[src/rtl/adc_seq_pkg.sv]
package adc_seq_pkg;
    localparam int NCH    = 8;
    localparam int RES    = 10;
    localparam int DIVW   = 8;
    localparam int NTRIG  = 5;
    localparam int CHW    = $clog2(NCH);
    localparam int MAXCLK = RES + 1;
    localparam int CNTW   = $clog2(MAXCLK + 1);

    localparam logic [3:0] A_CTRL  = 4'd0;
    localparam logic [3:0] A_GLOB  = 4'd1;
    localparam logic [3:0] A_INTEN = 4'd2;
    localparam logic [3:0] A_STAT  = 4'd3;

    // next selected input above 'after', wrapping to the lowest selected one
    function automatic logic [CHW-1:0] pick_next(input logic [NCH-1:0] m,
                                                 input logic [CHW-1:0] after);
        logic found;
        pick_next = '0;
        found     = 1'b0;
        for (int i = NCH - 1; i >= 0; i--) begin
            if (m[i] && (i > int'(after))) begin
                pick_next = CHW'(i);
                found     = 1'b1;
            end
        end
        if (!found) begin
            for (int i = NCH - 1; i >= 0; i--) begin
                if (m[i]) pick_next = CHW'(i);
            end
        end
    endfunction
endpackage

[src/rtl/adc_clk_div.sv]
module adc_clk_div #(
    parameter int DIVW = 8
) (
    input  logic            clk,
    input  logic            rst_n,
    input  logic            en,
    input  logic            clr,
    input  logic [DIVW-1:0] div,
    output logic            tick
);
    logic [DIVW-1:0] cnt_d, cnt_q;

    always_comb begin
        tick  = en && (cnt_q == div);
        cnt_d = cnt_q + 1'b1;
        if (clr || !en || tick) cnt_d = '0;
    end

    always_ff @(posedge clk or negedge rst_n) begin
        if (!rst_n) cnt_q <= '0;
        else        cnt_q <= cnt_d;
    end
endmodule

[src/rtl/adc_trig_sync.sv]
module adc_trig_sync #(
    parameter int NTRIG = 5
) (
    input  logic             clk,
    input  logic             rst_n,
    input  logic [NTRIG-1:0] trig,
    output logic [NTRIG-1:0] rise,
    output logic [NTRIG-1:0] fall
);
    for (genvar g = 0; g < NTRIG; g++) begin : g_line
        logic [2:0] sh_d, sh_q;   // [0],[1] synchronizer, [2] previous value

        always_comb begin
            sh_d    = {sh_q[1:0], trig[g]};
            rise[g] = sh_q[1] && !sh_q[2];
            fall[g] = !sh_q[1] && sh_q[2];
        end

        always_ff @(posedge clk or negedge rst_n) begin
            if (!rst_n) sh_q <= '0;
            else        sh_q <= sh_d;
        end
    end
endmodule

[src/rtl/adc_conv_stub.sv]
module adc_conv_stub
    import adc_seq_pkg::*;
(
    input  logic               clk,
    input  logic               rst_n,
    input  logic               en,
    input  logic               start,
    input  logic [CHW-1:0]     ch,
    input  logic [2:0]         code,
    input  logic               tick,
    input  logic [NCH*RES-1:0] ain,
    output logic               busy,
    output logic               done,
    output logic [RES-1:0]     value
);
    typedef struct packed {
        logic            busy;
        logic [CNTW-1:0] cnt;
        logic [RES-1:0]  smp;
        logic [2:0]      code;
    } stub_t;

    stub_t d, q;

    always_comb begin
        d     = q;
        done  = en && q.busy && tick && (q.cnt == CNTW'(1));
        busy  = q.busy;
        value = q.smp & ({RES{1'b1}} << q.code);
        if (!en) begin
            d.busy = 1'b0;
        end else if (start) begin
            d.busy = 1'b1;
            d.cnt  = CNTW'(MAXCLK) - CNTW'(code);
            d.smp  = ain[ch*RES +: RES];
            d.code = code;
        end else if (q.busy && tick) begin
            d.cnt = q.cnt - 1'b1;
            if (q.cnt == CNTW'(1)) d.busy = 1'b0;
        end
    end

    always_ff @(posedge clk or negedge rst_n) begin
        if (!rst_n) q <= '0;
        else        q <= d;
    end
endmodule

[src/rtl/adc_scan_ctrl.sv]
module adc_scan_ctrl
    import adc_seq_pkg::*;
(
    input  logic               clk,
    input  logic               rst_n,
    input  logic               wr_en,
    input  logic               rd_en,
    input  logic [3:0]         addr,
    input  logic [31:0]        wdata,
    output logic [31:0]        rdata,
    input  logic [NTRIG-1:0]   trig,
    input  logic [NCH*RES-1:0] ain,
    output logic               irq
);
    typedef struct packed {
        logic [NCH-1:0]          mask;
        logic [DIVW-1:0]         div;
        logic                    burst;
        logic [2:0]              code;
        logic                    pdn;
        logic [2:0]              src;
        logic                    fall;
        logic                    sw_req;
        logic [NCH:0]            inten;
        logic [NCH-1:0][RES-1:0] ch_val;
        logic [NCH-1:0]          ch_done;
        logic [NCH-1:0]          ch_ovr;
        logic [RES-1:0]          g_val;
        logic [CHW-1:0]          g_ch;
        logic                    g_done;
        logic                    g_ovr;
        logic [CHW-1:0]          cur_ch;
        logic [CHW-1:0]          last_ch;
    } st_t;

    st_t d, q;

    logic [NTRIG-1:0] trig_rise, trig_fall;
    logic             tick, conv_busy, conv_done, start_go, trig_hit;
    logic [RES-1:0]   conv_val;
    logic [CHW-1:0]   next_ch;
    logic             unused_bits;

    assign unused_bits = ^{wdata[31:28], wdata[23:22], wdata[20]};

    adc_trig_sync #(.NTRIG(NTRIG)) u_sync (
        .clk(clk), .rst_n(rst_n), .trig(trig), .rise(trig_rise), .fall(trig_fall)
    );

    adc_clk_div #(.DIVW(DIVW)) u_div (
        .clk(clk), .rst_n(rst_n), .en(q.pdn), .clr(start_go), .div(q.div), .tick(tick)
    );

    adc_conv_stub u_conv (
        .clk(clk), .rst_n(rst_n), .en(q.pdn), .start(start_go), .ch(next_ch),
        .code(q.code), .tick(tick), .ain(ain),
        .busy(conv_busy), .done(conv_done), .value(conv_val)
    );

    always_comb begin
        d        = q;
        d.sw_req = 1'b0;

        // start selection
        trig_hit = 1'b0;
        for (int i = 0; i < NTRIG; i++) begin
            if (q.src == 3'(i + 2)) trig_hit = q.fall ? trig_fall[i] : trig_rise[i];
        end
        next_ch  = q.burst ? pick_next(q.mask, q.last_ch) : pick_next(q.mask, CHW'(NCH - 1));
        start_go = q.pdn && (q.mask != '0) && !conv_busy &&
                   (q.burst || q.sw_req || trig_hit);
        if (start_go) begin
            d.cur_ch = next_ch;
            if (q.burst) d.last_ch = next_ch;
        end

        // register writes
        if (wr_en && addr == A_CTRL) begin
            d.mask    = wdata[7:0];
            d.div     = wdata[15:8];
            d.burst   = wdata[16];
            d.code    = wdata[19:17];
            d.pdn     = wdata[21];
            d.src     = wdata[26:24];
            d.fall    = wdata[27];
            d.sw_req  = (wdata[26:24] == 3'd1);
            d.last_ch = CHW'(NCH - 1);
        end
        if (wr_en && addr == A_INTEN) d.inten = wdata[NCH:0];

        // clearing reads
        if (rd_en && addr == A_GLOB) begin
            d.g_done = 1'b0;
            d.g_ovr  = 1'b0;
        end
        if (rd_en && addr[3]) begin
            d.ch_done[addr[CHW-1:0]] = 1'b0;
            d.ch_ovr[addr[CHW-1:0]]  = 1'b0;
        end

        // completion wins over a clearing read in the same cycle
        if (conv_done) begin
            d.ch_ovr[q.cur_ch]  = d.ch_done[q.cur_ch];
            d.ch_done[q.cur_ch] = 1'b1;
            d.ch_val[q.cur_ch]  = conv_val;
            d.g_ovr             = d.g_done;
            d.g_done            = 1'b1;
            d.g_val             = conv_val;
            d.g_ch              = q.cur_ch;
        end
    end

    always_ff @(posedge clk or negedge rst_n) begin
        if (!rst_n) begin
            q         <= '0;
            q.last_ch <= CHW'(NCH - 1);
        end else begin
            q <= d;
        end
    end

    always_comb begin
        irq = q.inten[NCH] ? q.g_done : |(q.ch_done & q.inten[NCH-1:0]);
        case (addr)
            A_CTRL:  rdata = {4'b0, q.fall, q.src, 2'b0, q.pdn, 1'b0, q.code,
                              q.burst, q.div, q.mask};
            A_GLOB:  rdata = {q.g_done, q.g_ovr, 3'b0, q.g_ch, 8'b0, q.g_val, 6'b0};
            A_INTEN: rdata = {23'b0, q.inten};
            A_STAT:  rdata = {15'b0, irq, q.ch_ovr, q.ch_done};
            default: rdata = addr[3] ? {q.ch_done[addr[CHW-1:0]], q.ch_ovr[addr[CHW-1:0]],
                                        14'b0, q.ch_val[addr[CHW-1:0]], 6'b0} : 32'b0;
        endcase
    end
endmodule

[config.mk]
export PLATFORM = sky130hd
export DESIGN_NAME = adc_scan_ctrl
export DESIGN_NICKNAME = d
export VERILOG_FILES = /design/src/rtl/adc_seq_pkg.sv /design/src/rtl/adc_clk_div.sv /design/src/rtl/adc_trig_sync.sv /design/src/rtl/adc_conv_stub.sv /design/src/rtl/adc_scan_ctrl.sv
export SDC_FILE = /design/constraint.sdc
export NUM_CORES = 1
export LEC_CHECK = 0
export ABC_AREA = 1
export BUFFER_PORTS_ARGS = -buffer_cell sky130_fd_sc_hd__buf_2
export CAP_MARGIN = 20
export CORE_ASPECT_RATIO = 1.25
export CORE_MARGIN = 5
export CORE_UTILIZATION = 52
export CTS_CLUSTER_DIAMETER = 40
export CTS_CLUSTER_SIZE = 20
export DETAILED_ROUTE_END_ITERATION = 10
export GPL_ROUTABILITY_DRIVEN = 0
export GPL_TIMING_DRIVEN = 0
export PLACE_DENSITY = 0.76
export SKIP_CTS_REPAIR_TIMING = 1
export SLEW_MARGIN = 30
export SYNTH_ARGS = -nofsm -noshare
export SYNTH_HDL_FRONTEND = slang
export SYNTH_SLANG_ARGS = --single-unit
[constraint.sdc]
create_clock -name clk -period 1.8 [get_ports clk]
set_input_delay 0.09 -clock clk [delete_from_list [all_inputs] [get_ports clk]]
set_output_delay 0.09 -clock clk [all_outputs]
set_load 0.1 [all_outputs]
==> run_results.csv, run 1 <==
group,metric,value,unit
status,status,"complete, but fails checks",
status,violations,"setup timing",
routing,dr.max_layer_used,"met4",
timing,rsz0062_at_grt,"yes",
cts,clock_sinks,193,
hold_path,hp-class,"in -> reg",
global_routing,grt_pass1_vias,9839,
routing,first_iter_violations,1462,
finish,final_cell_area,0.0140,mm2
global_routing,grt_usage,29.0,%
routing,num_vias,11000,
place,dpl.hpwl,22800,um
routing,wl_per_cell,20.7,um
yosys,ys_seq_area_share,48.6,%
setup_path,worst_ep_arrival_time,2480,ps
timing,tightest_slew,1170,ps
yosys,yosysMostFrequentCell,"nand2_1",
die,start_util,52.9,%
routing,wl_met2,17800,um
power_and_ir_drop,irDropWorstVdd,0.976,mV
yosys,yosysTopAreaCell,"dfrtp_1",
power_and_ir_drop,p_total,0.0161,W
routing,routed_wirelength,37200,um
timing,finalSetupViolations,152,
cts,cts_buffers,17,
routing,drc,0,
place,dp.cells,1684,
routing,drtAntennaViolNets,0,
global_routing,grt_antenna_before_repair,0,
routing,viasPerCell,6.13,
setup_path,cp-end-kind,"flip-flop",
cts,cts_tree,"built",
yosys,synth-seq-cells,193,
cts,cts-root-buf,"clkbuf_16",
timing,fin_crit_sh,122,%
yosys,synthArstFlopShare,100,%
setup_path,startpoint_type,"flip-flop",
die,die_h,165,um
yosys,synth_area,0.00994,mm2
die,rows,56,
setup_path,crit_type,"reg -> reg",
place,port_buffers,145,
die,fp.dieArea,0.0220,mm2
place,placed_area,0.0111,mm2
yosys,ys.flop_type,"dfrtp_1",
die,core-area,0.0188,mm2
global_routing,grt_overflow,0,
timing,max_freq,457,MHz
setup_path,critPathRequiredTime,2090,ps
yosys,syn_inst,1301,
routing,wl_met3,3580,um
finish,final_nets,1680,
timing,finClkSkew,9.58,ps
timing,period_needed,2190,ps
timing,layout_setup_ws,-387,ps
global_routing,grt_max_degree,76,
finish,final_core_util,74.8,%
routing,wl_met1,13400,um
timing,hold_ws,2.63,ps
cts,htree_levels,4,
yosys,postSynthAreaPerCell,7.64,um2
cts,worstSkewPairLatency,450,ps
timing,hold_viol_final,0,
yosys,synth_edf_count,0,
routing,dr.pass1.iters,6,
run,maxCapViolCount,0,
die,die_x,134,um
timing,slew_viol_final,0,
global_routing,grt_pass1_wl,50100,um
power_and_ir_drop,powerDensity,1150,mW/mm2
cts,clockBufferDepth,2,
power_and_ir_drop,p_leak,6.74,nW
yosys,synthTopCellsByCount,"nand2_1, dfrtp_1, o21ai_0",
yosys,synth.distinct_cells,43,
finish,antenna_cells,0,
finish,syn_to_final_growth,41.3,%
yosys,synth_top_area_share,47.8,%
cts,path_clk_slew,70,ps
finish,final_layout_size_suffix_gt1_share,35.7,%
yosys,yosys_warnings,0,
timing,slew_headroom,21.8,%
yosys,synthTopCellsByArea,"dfrtp_1, nand2_1, o21ai_0, nand3_1, inv_1",
finish,stdcell_count,1797,
die,io_pins,158,
setup_path,cp_max_fo,8,
## routing by layer
metal  global-route usage (%)  up-vias
li1                         -     4841
met5                        0        -
met3                     5.03      201
met2                     47.3      775
met1                     37.5     5197
met4                     14.5        0
## final timing paths
kind,cells past startpoint,slack (ps),from,to
min,4,3,rd_en,q[6]$_DFFE_PN0P_
max reg2reg,9,-390,q[139]$_DFFE_PN0P_,q[113]$_DFFE_PN0P_
min in group asynchronous,2,150,rst_n,u_sync.g_line[1].sh_q[0]$_DFF_PN0_
max in group asynchronous,3,930,rst_n,q[76]$_DFFE_PN0P_
max,9,-390,q[139]$_DFFE_PN0P_,q[113]$_DFFE_PN0P_
min reg2reg,0,350,u_sync.g_line[4].sh_q[0]$_DFF_PN0_,u_sync.g_line[4].sh_q[1]$_DFF_PN0_
## logic make-up (layout without fill, tap and decap cells)
group | count (synthesis) | count (layout) | share of synthesized area [%]
xor+xnor | 9 | 9 | 0.793
other cells | 1 | 5 | 0.0377
compound gates | 269 | 269 | 15.0
simple gates | 632 | 634 | 27.3
buf+inv | 194 | 452 | 7.86
flops | 193 | 193 | 48.6
fa+ha+maj | 3 | 3 | 0.378
## placed cells by master, fill, tap and decap left out, types with 16 or more instances in the layout
cell / instances
nand2_1: 257
dfrtp_1: 184
buf_2: 133
inv_1: 104
nor2_1: 86
nand2_2: 81
o21ai_1: 81
nand3_1: 72
o21ai_0: 71
o21ai_2: 48
nand4_1: 46
buf_4: 38
buf_6: 38
dlygate4sd3_1: 31
nand3_2: 27
clkbuf_16: 19
buf_8: 17
nor2_2: 16
## worst max-delay path, cell delays in order (launching register included)
cell and delay, ps:
dfrtp_2 450, xor2_1 200, nor4_2 260, nand3_1 200, nor3_4 250, buf_8 200, nand3_2 140, buf_6 190
nand2_1 70, o21ai_1 70
## flip-flops by register name, indices dropped and copies added (netlist names)
signal,cells
q,152
u_conv.busy,1
u_conv.q,17
u_div.cnt_q,8
u_sync.g_line.sh_q,15
## power breakdown
part           switching, W  total [W]  leakage, nW  internal (W)
clock network       0.00173    0.00418        0.316       0.00245
logic               0.00427    0.00648         3.88       0.00221
registers          0.000545    0.00545         2.55       0.00490
total               0.00654     0.0161         6.74       0.00956
## metrics by stage
step,setup slack [ps],TNS (ps)
after CTS,-597,-62640
after global routing,-495,-55080
final,-387,-38600
after floorplan,-365,-2570
after detailed placement,-542,-57870
after global placement,-2430,-510750
## layout make-up
class,instances,area (um2)
inverter,124,483
clock inverter,11,171
fill,1210,4740
timing repair inverter,2,12.5
clock buffer,21,470
timing repair buffer,224,1750
sequential,193,4840
tap,232,290
buffer,70,624
multi-input combinational,920,5400
Power figures use the tool's default switching activity.
==> run 2, diff against run 1 <==
Settings changed: ABC_AREA 1 to not set, CORE_UTILIZATION 52 to 51, PLACE_DENSITY 0.76 to 0.75.
==> run 2 against run 1 <==
  * The run still ends with setup timing left
  * Synthesized cell count is 33% lower
  * Power is 4.1% lower
  * Sequential share of layout area is 0.91 points higher
  * Worst setup slack worse by 720 ps
  * Clock skew is 2.7 ps lower
  * First-iteration DRC count is 22% lower
  * Final cell count is 22% lower
  * Critical path depth is 2 higher
  * Largest power group unchanged
  * Highest routed layer unchanged
==> run_results.csv, run 2 <==
group,metric,value,unit
power_and_ir_drop,irDropWorstVdd,1.18,mV
finish,top_regs,"q x152, u_conv.q x17, u_sync.g_line.sh_q x15",
setup_path,cp-end-kind,"flip-flop",
yosys,syn_inst,876,
yosys,postSynthAreaPerCell,11.1,um2
cts,cts_buffers,17,
global_routing,grt_pass1_wl,40900,um
global_routing,grt_antenna_before_repair,0,
yosys,yosys_warnings,0,
finish,multi_input_area,0.00511,mm2
finish,nFillCells,1164,
routing,drtAntennaViolNets,0,
die,io_pins,158,
cts,clockBufferDepth,2,
yosys,synth_top_area_share,49.1,%
timing,layout_setup_ws,-1100,ps
finish,final_nets,1290,
status,status,"complete, but fails checks",
finish,final_cell_mix,"dfrtp_1, buf_2, nand2_1",
setup_path,cpLargestDelayFamily,"simple AND/OR/NAND/NOR gates",
yosys,synth_area,0.00968,mm2
routing,routed_wirelength,31000,um
finish,final_layout_size_suffix_gt1_share,48.8,%
die,fp.dieArea,0.0219,mm2
yosys,synthTopCellsByArea,"dfrtp_1, mux2_2, mux2i_1, mux4_2, nand2_1",
yosys,synth.distinct_cells,66,
routing,num_vias,8632,
finish,largest_reg_flops,152,
setup_path,cp_max_fo,10,
yosys,synthArstFlopShare,100,%
place,port_buffers,144,
timing,max_freq,344,MHz
yosys,synth.mux.area_fraction,21.4,%
yosys,ys_seq_area_share,49.9,%
setup_path,max_stage_delay,490,ps
cts,path_clk_slew,70,ps
die,die_x,133,um
power_and_ir_drop,seq_power_share,36.0,%
global_routing,grt_max_degree,88,
cts,htree_levels,4,
power_and_ir_drop,p_leak,6.42,nW
die,start_util,51.8,%
yosys,synth-seq-cells,193,
power_and_ir_drop,switching_share,37.3,%
yosys,synth_compound_area_share,11.3,%
finish,regArea,0.00485,mm2
yosys,synth_adder_area_share,0.388,%
timing,finClkSkew,6.88,ps
routing,wl_per_cell,22.0,um
run,maxCapViolCount,0,
yosys,synth_simple_gate_area_share,12.1,%
power_and_ir_drop,pwr-share-clk,23.8,%
finish,antenna_cells,0,
place,dp.cells,1258,
die,rows,56,
global_routing,grt_usage,24.2,%
yosys,yosysTopAreaCell,"dfrtp_1",
timing,tightest_slew,724,ps
finish,stdcell_count,1407,
die,die_h,164,um
setup_path,crit_chain,"xnor2_2 -> nand3_2 -> nor4_4 -> buf_4 -> nand2_4 -> or4b_4 -> buf_6 -> or4_4 -> clkbuf_4 -> nand2_1 -> o21ai_0",
power_and_ir_drop,p_int,0.00969,W
timing,finalSetupViolations,155,
timing,hold_viol_final,0,
yosys,synthTopCellsByCount,"dfrtp_1, nand2_1, o21ai_0",
hold_path,hp-class,"in -> reg",
routing,drc,0,
yosys,synth-xor-area-share,1.63,%
finish,top_register,"q",
finish,final_common_cell,"dfrtp_1",
setup_path,critPathRequiredTime,2090,ps
cts,clock_sinks,193,
cts,worstSkewPairLatency,440,ps
routing,viasPerCell,6.14,
die,core-area,0.0187,mm2
routing,dr.pass1.iters,5,
setup_path,path_buf_inv,3,
cts,cts-root-buf,"clkbuf_16",
power_and_ir_drop,powerDensity,1130,mW/mm2
timing,slew_viol_final,0,
timing,period_needed,2900,ps
cts,cts_tree,"built",
timing,fin_crit_sh,161,%
place,dpl.hpwl,19000,um
yosys,yosysMostFrequentCell,"dfrtp_1",
yosys,ys.flop_type,"dfrtp_1",
power_and_ir_drop,combPwrFrac,40.2,%
timing,setup_tns,-97320,ps
routing,first_iter_violations,1135,
yosys,synth_top_family_by_area,"multiplexers",
timing,slew_headroom,51.7,%
timing,rsz0062_at_grt,"yes",
yosys,synth_edf_count,0,
power_and_ir_drop,p_sw,0.00575,W
finish,syn_to_final_growth,41.5,%
setup_path,crit_type,"reg -> reg",
global_routing,grt_overflow,0,
status,violations,"setup timing",
global_routing,grt_pass1_vias,7656,
setup_path,startpoint_type,"flip-flop",
setup_path,worst_ep_arrival_time,3190,ps
setup_path,cpMaxStageDelayCell,"or4b_4",
[run 2: cell types whose count changed after synthesis, sizes merged, moves of 10 or more]
cell / change
mux2i: +64
nand2: -208
inv: -110
mux2: +74
xnor2: +10
nand4: -41
a21oi: -10
o21ai: -112
mux4: +26
nor2: -71
nand3: -89
a221o: +21
o32ai: -10
[run 2: final timing paths]
path | startpoint | to | slack [ps] | cells past startpoint
worst max-delay path | q[138]$_DFFE_PN0P_ | q[81]$_DFFE_PN0P_ | -1100 | 11
max in group asynchronous | rst_n | q[143]$_DFFE_PN0P_ | 980 | 3
min in group asynchronous | rst_n | u_conv.q[11]$_DFFE_PN0P_ | 90 | 2
worst max register to register | q[138]$_DFFE_PN0P_ | q[81]$_DFFE_PN0P_ | -1100 | 11
worst min register to register | u_sync.g_line[3].sh_q[0]$_DFF_PN0_ | u_sync.g_line[3].sh_q[1]$_DFF_PN0_ | 350 | 0
worst min-delay path | ain[7] | u_conv.q[10]$_DFFE_PN0P_ | 50 | 4
[run 2: tightest hold or removal path: stages]
cell and delay (ps):
buf_2 70, mux2i_1 50, o22ai_1 120, a221o_1 120
[run 2: kinds of logic (layout without fill, tap and decap cells)]
group,count (synthesis),count (layout)
compound gates,168,168
xor+xnor,18,18
fa+ha+maj,3,3
buf+inv,75,370
flops,193,193
mux,164,164
other cells,1,5
simple gates,254,254
[run 2: power by group through the flow]
stage / clock [W] / sequential [W] / combinational, W
global route: 0.00386 / 0.00562 / 0.00658
floorplan: 0 / 0.00529 / 0.00353
global placement: 0 / 0.00546 / 0.00454
detailed placement: 0 / 0.00548 / 0.00462
finish: 0.00368 / 0.00556 / 0.00620
CTS: 0.00366 / 0.00540 / 0.00464
[run 2: layout make-up]
type	instances	area share [%]
multi-input combinational	612	37.3
inverter	11	0.393
clock inverter	14	0.868
timing repair buffer	270	17.0
clock buffer	18	3.21
tap	232	2.12
buffer	57	3.77
sequential	193	35.4
[run 2: metrics by stage]
step / total power (W) / util [%] / hold WS, ps / setup slack (ps) / area, um2
2_1_floorplan: 0.00882 / - / -206 / -841 / 9970
3_3_place_gp: 0.0100 / 58.7 / 198 / -2510 / 11000
3_5_place_dp: 0.0101 / 59.1 / -30.5 / -1310 / 11000
4_1_cts: 0.0137 / 62.0 / -497 / -1320 / 11600
5_1_grt: 0.0161 / 73.2 / 54.5 / -1170 / 13700
6_report: 0.0154 / 73.2 / 51.7 / -1100 / 13700
[run 2: routing by layer]
metal | up-vias | global-route usage [%] | routed length [um]
met5 | - | 0 | 0
met1 | 4223 | 31.6 | 11600
met4 | 0 | 8.42 | 1530
met2 | 551 | 40.5 | 15500
li1 | 3742 | - | -
met3 | 116 | 4.96 | 2400
